`src/rtl/cpu_irq_port.sv`:
```
module cpu_irq_port #(
  parameter int NUM_IRQ = 32,
  parameter int PRIO_W  = 8,
  parameter int ADDR_W  = 8,
  parameter int DATA_W  = 32,
  parameter int ID_W    = 10
) (
  input  logic                      clk,
  input  logic                      rst_n,
  input  logic [NUM_IRQ-1:0]        src_pend,
  input  logic [NUM_IRQ*PRIO_W-1:0] src_prio,
  input  logic                      bus_wr,
  input  logic                      bus_rd,
  input  logic [ADDR_W-1:0]         bus_addr,
  input  logic [DATA_W-1:0]         bus_wdata,
  output logic [DATA_W-1:0]         bus_rdata,
  output logic                      irq_n
);

  localparam logic [ADDR_W-1:0] OFS_CTRL = ADDR_W'(8'h00);
  localparam logic [ADDR_W-1:0] OFS_MASK = ADDR_W'(8'h04);
  localparam logic [ADDR_W-1:0] OFS_ACK  = ADDR_W'(8'h0C);
  localparam logic [ADDR_W-1:0] OFS_EOI  = ADDR_W'(8'h10);
  localparam logic [ID_W-1:0]   NO_ID    = '1;

  logic [1:0]        ctrl_q;
  logic [PRIO_W-1:0] mask_q;
  logic              act_q;
  logic [ID_W-1:0]   act_id_q;
  logic [DATA_W-1:0] rdata_q;
  logic              irq_n_q;

  logic              best_hit;
  logic [ID_W-1:0]   best_id;
  logic [PRIO_W-1:0] best_prio;
  logic [DATA_W-1:0] rd_mux;

  wire en       = ctrl_q[0];
  wire qualify  = en && !act_q && best_hit && (best_prio < mask_q);
  wire wr_ctrl  = bus_wr && (bus_addr == OFS_CTRL);
  wire wr_mask  = bus_wr && (bus_addr == OFS_MASK) && !en;
  wire eoi_ok   = (bus_wdata == DATA_W'(act_id_q));
  wire wr_eoi   = bus_wr && (bus_addr == OFS_EOI) && act_q && eoi_ok;
  wire rd_ack   = bus_rd && (bus_addr == OFS_ACK);
  wire take     = rd_ack && qualify;

  always_comb begin
    best_hit  = 1'b0;
    best_id   = '0;
    best_prio = '1;
    for (int i = 0; i < NUM_IRQ; i++) begin
      if (src_pend[i] && (!best_hit || src_prio[i*PRIO_W +: PRIO_W] < best_prio)) begin
        best_hit  = 1'b1;
        best_id   = ID_W'(i);
        best_prio = src_prio[i*PRIO_W +: PRIO_W];
      end
    end
  end

  always_comb begin
    rd_mux = '0;
    case (bus_addr)
      OFS_CTRL: rd_mux = DATA_W'(ctrl_q);
      OFS_MASK: rd_mux = DATA_W'(mask_q);
      OFS_ACK:  rd_mux = take ? DATA_W'(best_id) : DATA_W'(NO_ID);
      default:  rd_mux = '0;
    endcase
  end

  always_ff @(posedge clk or negedge rst_n) begin
    if (!rst_n) begin
      ctrl_q   <= '0;
      mask_q   <= '0;
      act_q    <= 1'b0;
      act_id_q <= '0;
      rdata_q  <= '0;
      irq_n_q  <= 1'b1;
    end else begin
      if (wr_ctrl) ctrl_q <= bus_wdata[1:0];
      if (wr_mask) mask_q <= bus_wdata[PRIO_W-1:0];
      if (take) begin
        act_q    <= 1'b1;
        act_id_q <= best_id;
      end else if (wr_eoi) begin
        act_q    <= 1'b0;
      end
      if (bus_rd) rdata_q <= rd_mux;
      irq_n_q <= !qualify;
    end
  end

  assign bus_rdata = rdata_q;
  assign irq_n     = irq_n_q;

endmodule

```
`config.mk`:
```
export PLATFORM = sky130hd
export DESIGN_NAME = cpu_irq_port
export DESIGN_NICKNAME = d
export VERILOG_FILES = /design/src/rtl/cpu_irq_port.sv
export SDC_FILE = /design/constraint.sdc
export NUM_CORES = 1
export LEC_CHECK = 0
export BUFFER_PORTS_ARGS = -buffer_cell sky130_fd_sc_hd__buf_4
export CAP_MARGIN = 40
export CORE_ASPECT_RATIO = 0.8
export CORE_MARGIN = 2
export CORE_UTILIZATION = 56
export DETAILED_ROUTE_END_ITERATION = 12
export PLACE_DENSITY = 0.91
export SLEW_MARGIN = 0
export SYNTH_ARGS = -nofsm -noshare
export SYNTH_HDL_FRONTEND = slang
export SYNTH_SLANG_ARGS = --single-unit
```
`constraint.sdc`:
```
create_clock -name clk -period 2.6 [get_ports clk]
set_clock_uncertainty 0.05 [all_clocks]
set_input_delay 0.52 -clock clk [delete_from_list [all_inputs] [get_ports clk]]
set_output_delay 0.52 -clock clk [all_outputs]
set_load 0.1 [all_outputs]
```
==> flow_metrics.py, run 1 <==
metrics = {
    "run_status": {
        "status": "did not finish",
        "failing_step": "clock tree synthesis",
        "error": "[ERROR DPL-0038] Utilization greater than 100%, impossible to legalize",
    },
    "yosys": {
        "synth-compound-area-share_pct": 33.42,
        "synth_top_family_by_area": "compound AO/OA/AOI/OAI gates",
        "syn_area_um2": 13860,
        "synthArstFlopShare_pct": 100.0,
        "synth-main-ff-cell": "dfrtp_1",
        "yosysTopAreaCell": "ha_1",
        "avgSynthCellArea_um2": 6.884,
        "synth-xor-area-share_pct": 1.137,
        "seq_area_frac_synth_pct": 4.702,
        "synth_seq_cells": 26,
        "synth_edf_count": 0,
        "netlist_instances": 2014,
        "synthMuxAreaShare_pct": 10.02,
        "synthTopCellsByArea": "ha_1 15%, a21oi_1 5.8%, inv_1 5.5%, nand2_1 5.4%, o21ai_0 5.0%",
        "netlist.area_leader.share_pct": 15.16,
        "synth_cell_types": 119,
        "yosys.area_share.simple_pct": 25.86,
        "synth_warnings": 0,
        "synthAdderAreaFrac_pct": 16.54,
    },
    "floorplanning": {
        "start_util_pct": 57.03,
        "fp.dieW_um": 179.9,
        "rows": 51,
        "die_h_um": 144.7,
        "io-pin-count": 365,
    },
    "clocking": {
        "post_cts_resized": 353,
        "cts_max_level": 1,
        "cts_made_buffers": 3,
        "cts-root-buf": "clkbuf_16",
        "post_cts_buffers": 194,
        "cts_hold_buf": 0,
        "clock_path_buffers": 2,
        "cts_sinks": 26,
    },
    "place": {
        "place.port_buffers": 342,
        "gp_congestion": 1.064,
        "post-dp-hpwl_mm": 65.47,
    },
}
## synthesized netlist by cell type (32+ instances only)
| cell type | n |
|---|---|
| nand2_1 | 201 |
| a21oi_1 | 161 |
| nor3_1 | 57 |
| a21o_1 | 53 |
| inv_1 | 203 |
| nor2b_1 | 32 |
| ha_1 | 168 |
| nor2_1 | 180 |
| mux2i_1 | 53 |
| nand3_1 | 32 |
| o21ai_0 | 138 |
| mux2_2 | 56 |
## stage by stage
stage	instance area [um^2]	utilization (%)	std cells	worst slack, ns
3_5_place_dp	22470	92.44	3330	-57.90
2_1_floorplan	14850	-	2035	-53.47
3_3_place_gp	22470	92.44	3330	-50.78
## cells by family after synthesis
kind of cell / Yosys count
AND/OR/NAND/NOR: 724
multiplexers: 126
other: 1
buffers and inverters: 276
AO/OA/AOI/OAI: 656
XOR/XNOR: 18
adder cells (fa/ha/maj): 187
flip-flops: 26
==> run 2: changes to the inputs <==
--- a/config.mk
+++ b/config.mk
@@ -7,11 +7,10 @@
 export LEC_CHECK = 0
 export BUFFER_PORTS_ARGS = -buffer_cell sky130_fd_sc_hd__buf_4
 export CAP_MARGIN = 40
-export CORE_ASPECT_RATIO = 0.8
 export CORE_MARGIN = 2
-export CORE_UTILIZATION = 56
+export CORE_UTILIZATION = 40
 export DETAILED_ROUTE_END_ITERATION = 12
-export PLACE_DENSITY = 0.91
+export PLACE_DENSITY_LB_ADDON = 0.15
 export SLEW_MARGIN = 0
 export SYNTH_ARGS = -nofsm -noshare
 export SYNTH_HDL_FRONTEND = slang
==> flow_metrics.py, run 2 <==
metrics = {
    "critical_path": {
        "cp.arrival_ns": 56.84,
        "critPathMaxStageDelay_ns": 0.51,
        "r2r-start": "mask_q[4]",
        "startpoint_type": "input pin",
        "slowest_stage": "or4_4",
        "crit_required_ns": 2.70,
        "crit_path_end_kind": "flop",
        "critPathKind": "in2reg",
        "cp-startpoint": "src_pend[0]",
        "crit_fanout": 8,
        "cpMostUsedCell": "a21o_1",
    },
    "sta": {
        "hold_viol_final": 0,
        "fmax_mhz": 17.62,
        "fin_crit_ns": 56.75,
        "worst_slack_ns": -54.15,
        "finalSetupViolations": 16,
        "relSlewSlack_pct": 52.20,
        "finalMaxSlewViolations": 0,
        "whs_ns": 0.1015,
        "worst_slew_pin_slew_ns": 0.7106,
        "fin_crit_sh_pct": 2183,
        "rsz0062_at_grt": "yes",
    },
    "yosys": {
        "netlist_instances": 2014,
        "synthMostInstantiatedCell": "inv_1",
        "synth_top_cells_by_count": "203 x inv_1, 201 x nand2_1, 180 x nor2_1, 168 x ha_1, 161 x a21oi_1",
        "netlist.area_leader.share_pct": 15.16,
        "synth_edf_count": 0,
        "seq_area_frac_synth_pct": 4.702,
        "avgSynthCellArea_um2": 6.884,
        "syn_area_um2": 13860,
        "synthTopCellsByArea": "ha_1 15%, a21oi_1 5.8%, inv_1 5.5%, nand2_1 5.4%, o21ai_0 5.0%",
        "synth_warnings": 0,
        "synth_cell_types": 119,
        "synth_seq_cells": 26,
        "yosysTopAreaCell": "ha_1",
        "synthArstFlopShare_pct": 100.0,
        "synth-main-ff-cell": "dfrtp_1",
    },
    "floorplanning": {
        "fp.dieW_um": 190.2,
        "rows": 68,
        "coreArea_um2": 34370,
        "io-pin-count": 365,
        "dieArea_um2": 36170,
        "start_util_pct": 40.34,
        "die_h_um": 190.2,
    },
    "cells_and_area": {
        "fin_nets": 3901,
        "nFillCells": 2150,
        "syn_to_final_growth_pct": 100.9,
        "drive_gt1_share_pct": 58.38,
        "register_area_um2": 651.9,
        "largest_register_ffs": 9,
        "final_cell_mix": "1385 x buf_4, 159 x nand2_1, 158 x inv_1, 144 x nor2_1",
        "final_common_cell": "buf_4",
        "multi_input_area_um2": 14850,
    },
    "global_routing": {
        "grt_use_total_pct": 32.45,
        "grt_start_max_net_pins": 27,
        "antenna_found_initial": 10,
        "overflow": 0,
        "grt_pass1_vias": 21173,
        "grt_pass1_wl_mm": 98.93,
    },
    "clocking": {
        "tritoncts": "done",
        "cts-root-buf": "clkbuf_16",
        "clkTransAtPathRegs_ns": 0.07,
        "cts_max_level": 1,
        "cts_sinks": 26,
        "cts_made_buffers": 3,
        "clock_path_buffers": 2,
        "clk_latency_ns": 0.26,
        "cts_hold_buf": 0,
    },
    "detailed_routing": {
        "drtIter0Drc": 1135,
        "postRouteAntennaNets": 0,
        "drc_errors": 0,
        "vias": 21815,
        "via_per_inst": 5.644,
        "avgRoutedWirePerCell_um": 18.24,
        "drt_pass1_iterations": 5,
        "finalWirelength_mm": 70.51,
    },
    "place": {
        "gp_congestion": 0.9283,
        "post-dp-hpwl_mm": 47.05,
        "dp_worst_setup_slack_ns": -53.52,
        "place.port_buffers": 342,
    },
    "worst_hold_path": {
        "min_path_type": "in2async",
    },
    "run_status": {
        "violations": "negative setup slack",
        "status": "finished, violations left",
    },
    "run": {
        "drv_cap": 0,
    },
}
## run 2: per-layer routing
metal,global-route usage (%),wire length [um],up-vias
li1,-,-,10228
met1,39.66,27770,10337
met2,59.14,34980,975
met3,2.767,4187,275
met4,11.54,3570,0
met5,0,0,-
## run 2: timing repair
action                                  in CTS  in global routing
cloned                                      10                  0
endpoints found under the setup margin      16                 16
buffers inserted                           254                 85
pin swaps                                  149                173
gates resized for setup                    217                247
## run 2: final timing paths
check                      slack (ns)      endpoint  depth (start not counted)
min reg2reg                      0.46         act_q                          1
min                              0.10  bus_rdata[4]                          1
max in group asynchronous        2.11         irq_n                          1
max                            -54.15   act_id_q[2]                        342
min in group clk                 0.45     mask_q[5]                          2
max reg2reg                      0.27   act_id_q[2]                          9
## run 2: final cells by class
| type | count | area share (%) |
|---|---|---|
| Multi-Input combinational cell | 1743 | 53.32 |
| Sequential cell | 26 | 2.340 |
| Timing Repair Buffer | 1424 | 38.98 |
| Tap cell | 455 | 2.044 |
| Antenna cell | 10 | 0.08984 |
| Inverter | 203 | 2.852 |
| Clock buffer | 3 | 0.2695 |
| Clock inverter | 1 | 0.1078 |
## run 2: logic make-up (layout without fill, tap and decap cells)
kind of cell	count (synthesis)	count (layout)	share of synthesized area [%]
adder cells (fa/ha/maj)	187	187	16.54
flip-flops	26	26	4.702
multiplexers	126	127	10.02
other	1	32	0.02705
AND/OR/NAND/NOR	724	728	25.86
XOR/XNOR	18	18	1.137
buffers and inverters	276	1631	8.293
AO/OA/AOI/OAI	656	661	33.42
## run 2: per-stage QoR
step,cell area [um^2],setup TNS [ns],utilization (%),std cells
2_1_floorplan,14850,-852.09,-,2035
3_3_place_gp,22950,-819.59,66.77,3506
3_5_place_dp,22950,-854.62,66.77,3506
4_1_cts,26060,-806.58,75.82,3774
5_1_grt,27860,-905.93,81.04,3865
6_report,27860,-865.30,81.04,3865
## run 2: worst max-delay path, delay by kind of cell
family | cells | cell delay, ns
multiplexers | 14 | 3.72
AO/OA/AOI/OAI | 146 | 25.07
AND/OR/NAND/NOR | 100 | 14.01
buffers and inverters | 51 | 5.89
adder cells (fa/ha/maj) | 31 | 7.47
Power of run 2 is not shown: default switching activity piles up to over one toggle a cycle in this logic, so the estimate is an artifact.
==> run 3: changes to the inputs <==
--- a/config.mk
+++ b/config.mk
@@ -8,9 +8,10 @@
 export BUFFER_PORTS_ARGS = -buffer_cell sky130_fd_sc_hd__buf_4
 export CAP_MARGIN = 40
 export CORE_MARGIN = 2
-export CORE_UTILIZATION = 40
+export CORE_UTILIZATION = 50
 export DETAILED_ROUTE_END_ITERATION = 12
 export PLACE_DENSITY_LB_ADDON = 0.15
+export SKIP_CTS_REPAIR_TIMING = 1
 export SLEW_MARGIN = 0
 export SYNTH_ARGS = -nofsm -noshare
 export SYNTH_HDL_FRONTEND = slang
==> flow_metrics.py, run 3 <==
metrics = {
    "yosys": {
        "synth_edf_count": 0,
        "netlist.area_leader.share_pct": 15.16,
        "netlist_instances": 2014,
        "synthMostInstantiatedCell": "inv_1",
        "synth-main-ff-cell": "dfrtp_1",
        "yosysTopAreaCell": "ha_1",
        "seq_area_frac_synth_pct": 4.702,
        "syn_area_um2": 13860,
        "synth_seq_cells": 26,
        "synthTopCellsByArea": "ha_1 15%, a21oi_1 5.8%, inv_1 5.5%, nand2_1 5.4%, o21ai_0 5.0%",
        "avgSynthCellArea_um2": 6.884,
        "synthArstFlopShare_pct": 100.0,
        "synth_warnings": 0,
        "synth_cell_types": 119,
        "synth_top_cells_by_count": "203 x inv_1, 201 x nand2_1, 180 x nor2_1, 168 x ha_1, 161 x a21oi_1",
    },
    "floorplanning": {
        "rows": 60,
        "die_h_um": 170.5,
        "io-pin-count": 365,
        "start_util_pct": 51.16,
        "fp.dieW_um": 170.5,
    },
    "run_status": {
        "error": "[ERROR GRT-0232] Routing congestion too high. Check the congestion heatmap in the GUI.",
        "failing_step": "global routing",
        "status": "did not finish",
    },
    "place": {
        "post-dp-hpwl_mm": 47.80,
        "gp_congestion": 1.000,
        "place.port_buffers": 342,
        "placed_cells": 3372,
    },
    "clocking": {
        "cts_max_level": 1,
        "clock_path_buffers": 2,
        "cts-root-buf": "clkbuf_16",
        "cts_sinks": 26,
        "cts_made_buffers": 3,
    },
    "global_routing": {
        "grt_use_total_pct": 72.32,
        "antenna_found_initial": 26,
        "grt_start_max_net_pins": 27,
        "overflow": 6,
    },
    "sta": {
        "grt-worst-endpoint": "act_id_q[2]$_DFFE_PN0P_/D",
        "worst-ep-kind": "register input",
    },
}
run 3: cell counts after synthesis:
No cell type changed its count.
run 3: per-stage QoR:
stage	cell area, um^2	utilization (%)	TNS [ns]	hold slack, ns	worst slack, ns
after floorplan	14850	-	-852.09	0.1744	-53.47
after global placement	22450	82.84	-812.92	0.3899	-50.91
after detailed placement	22450	82.84	-858.38	0.3948	-53.81
after CTS	22540	83.17	-857.09	0.1198	-53.73
run 3: kinds of logic after synthesis:
group | after synthesis | share of synthesized area (%)
AOI/OAI and AO/OA | 656 | 33.42
and+or+nand+nor | 724 | 25.86
muxes | 126 | 10.02
buffers and inverters | 276 | 8.293
other | 1 | 0.02705
xor gates and xnor gates | 18 | 1.137
adders and majority gates | 187 | 16.54
DFF | 26 | 4.702
run 3: per-layer routing:
metal  GRT overflow  track usage (%)
met5              0            37.57
met4              2            68.97
met3              0            57.55
met2              3            91.22
met1              1            70.27
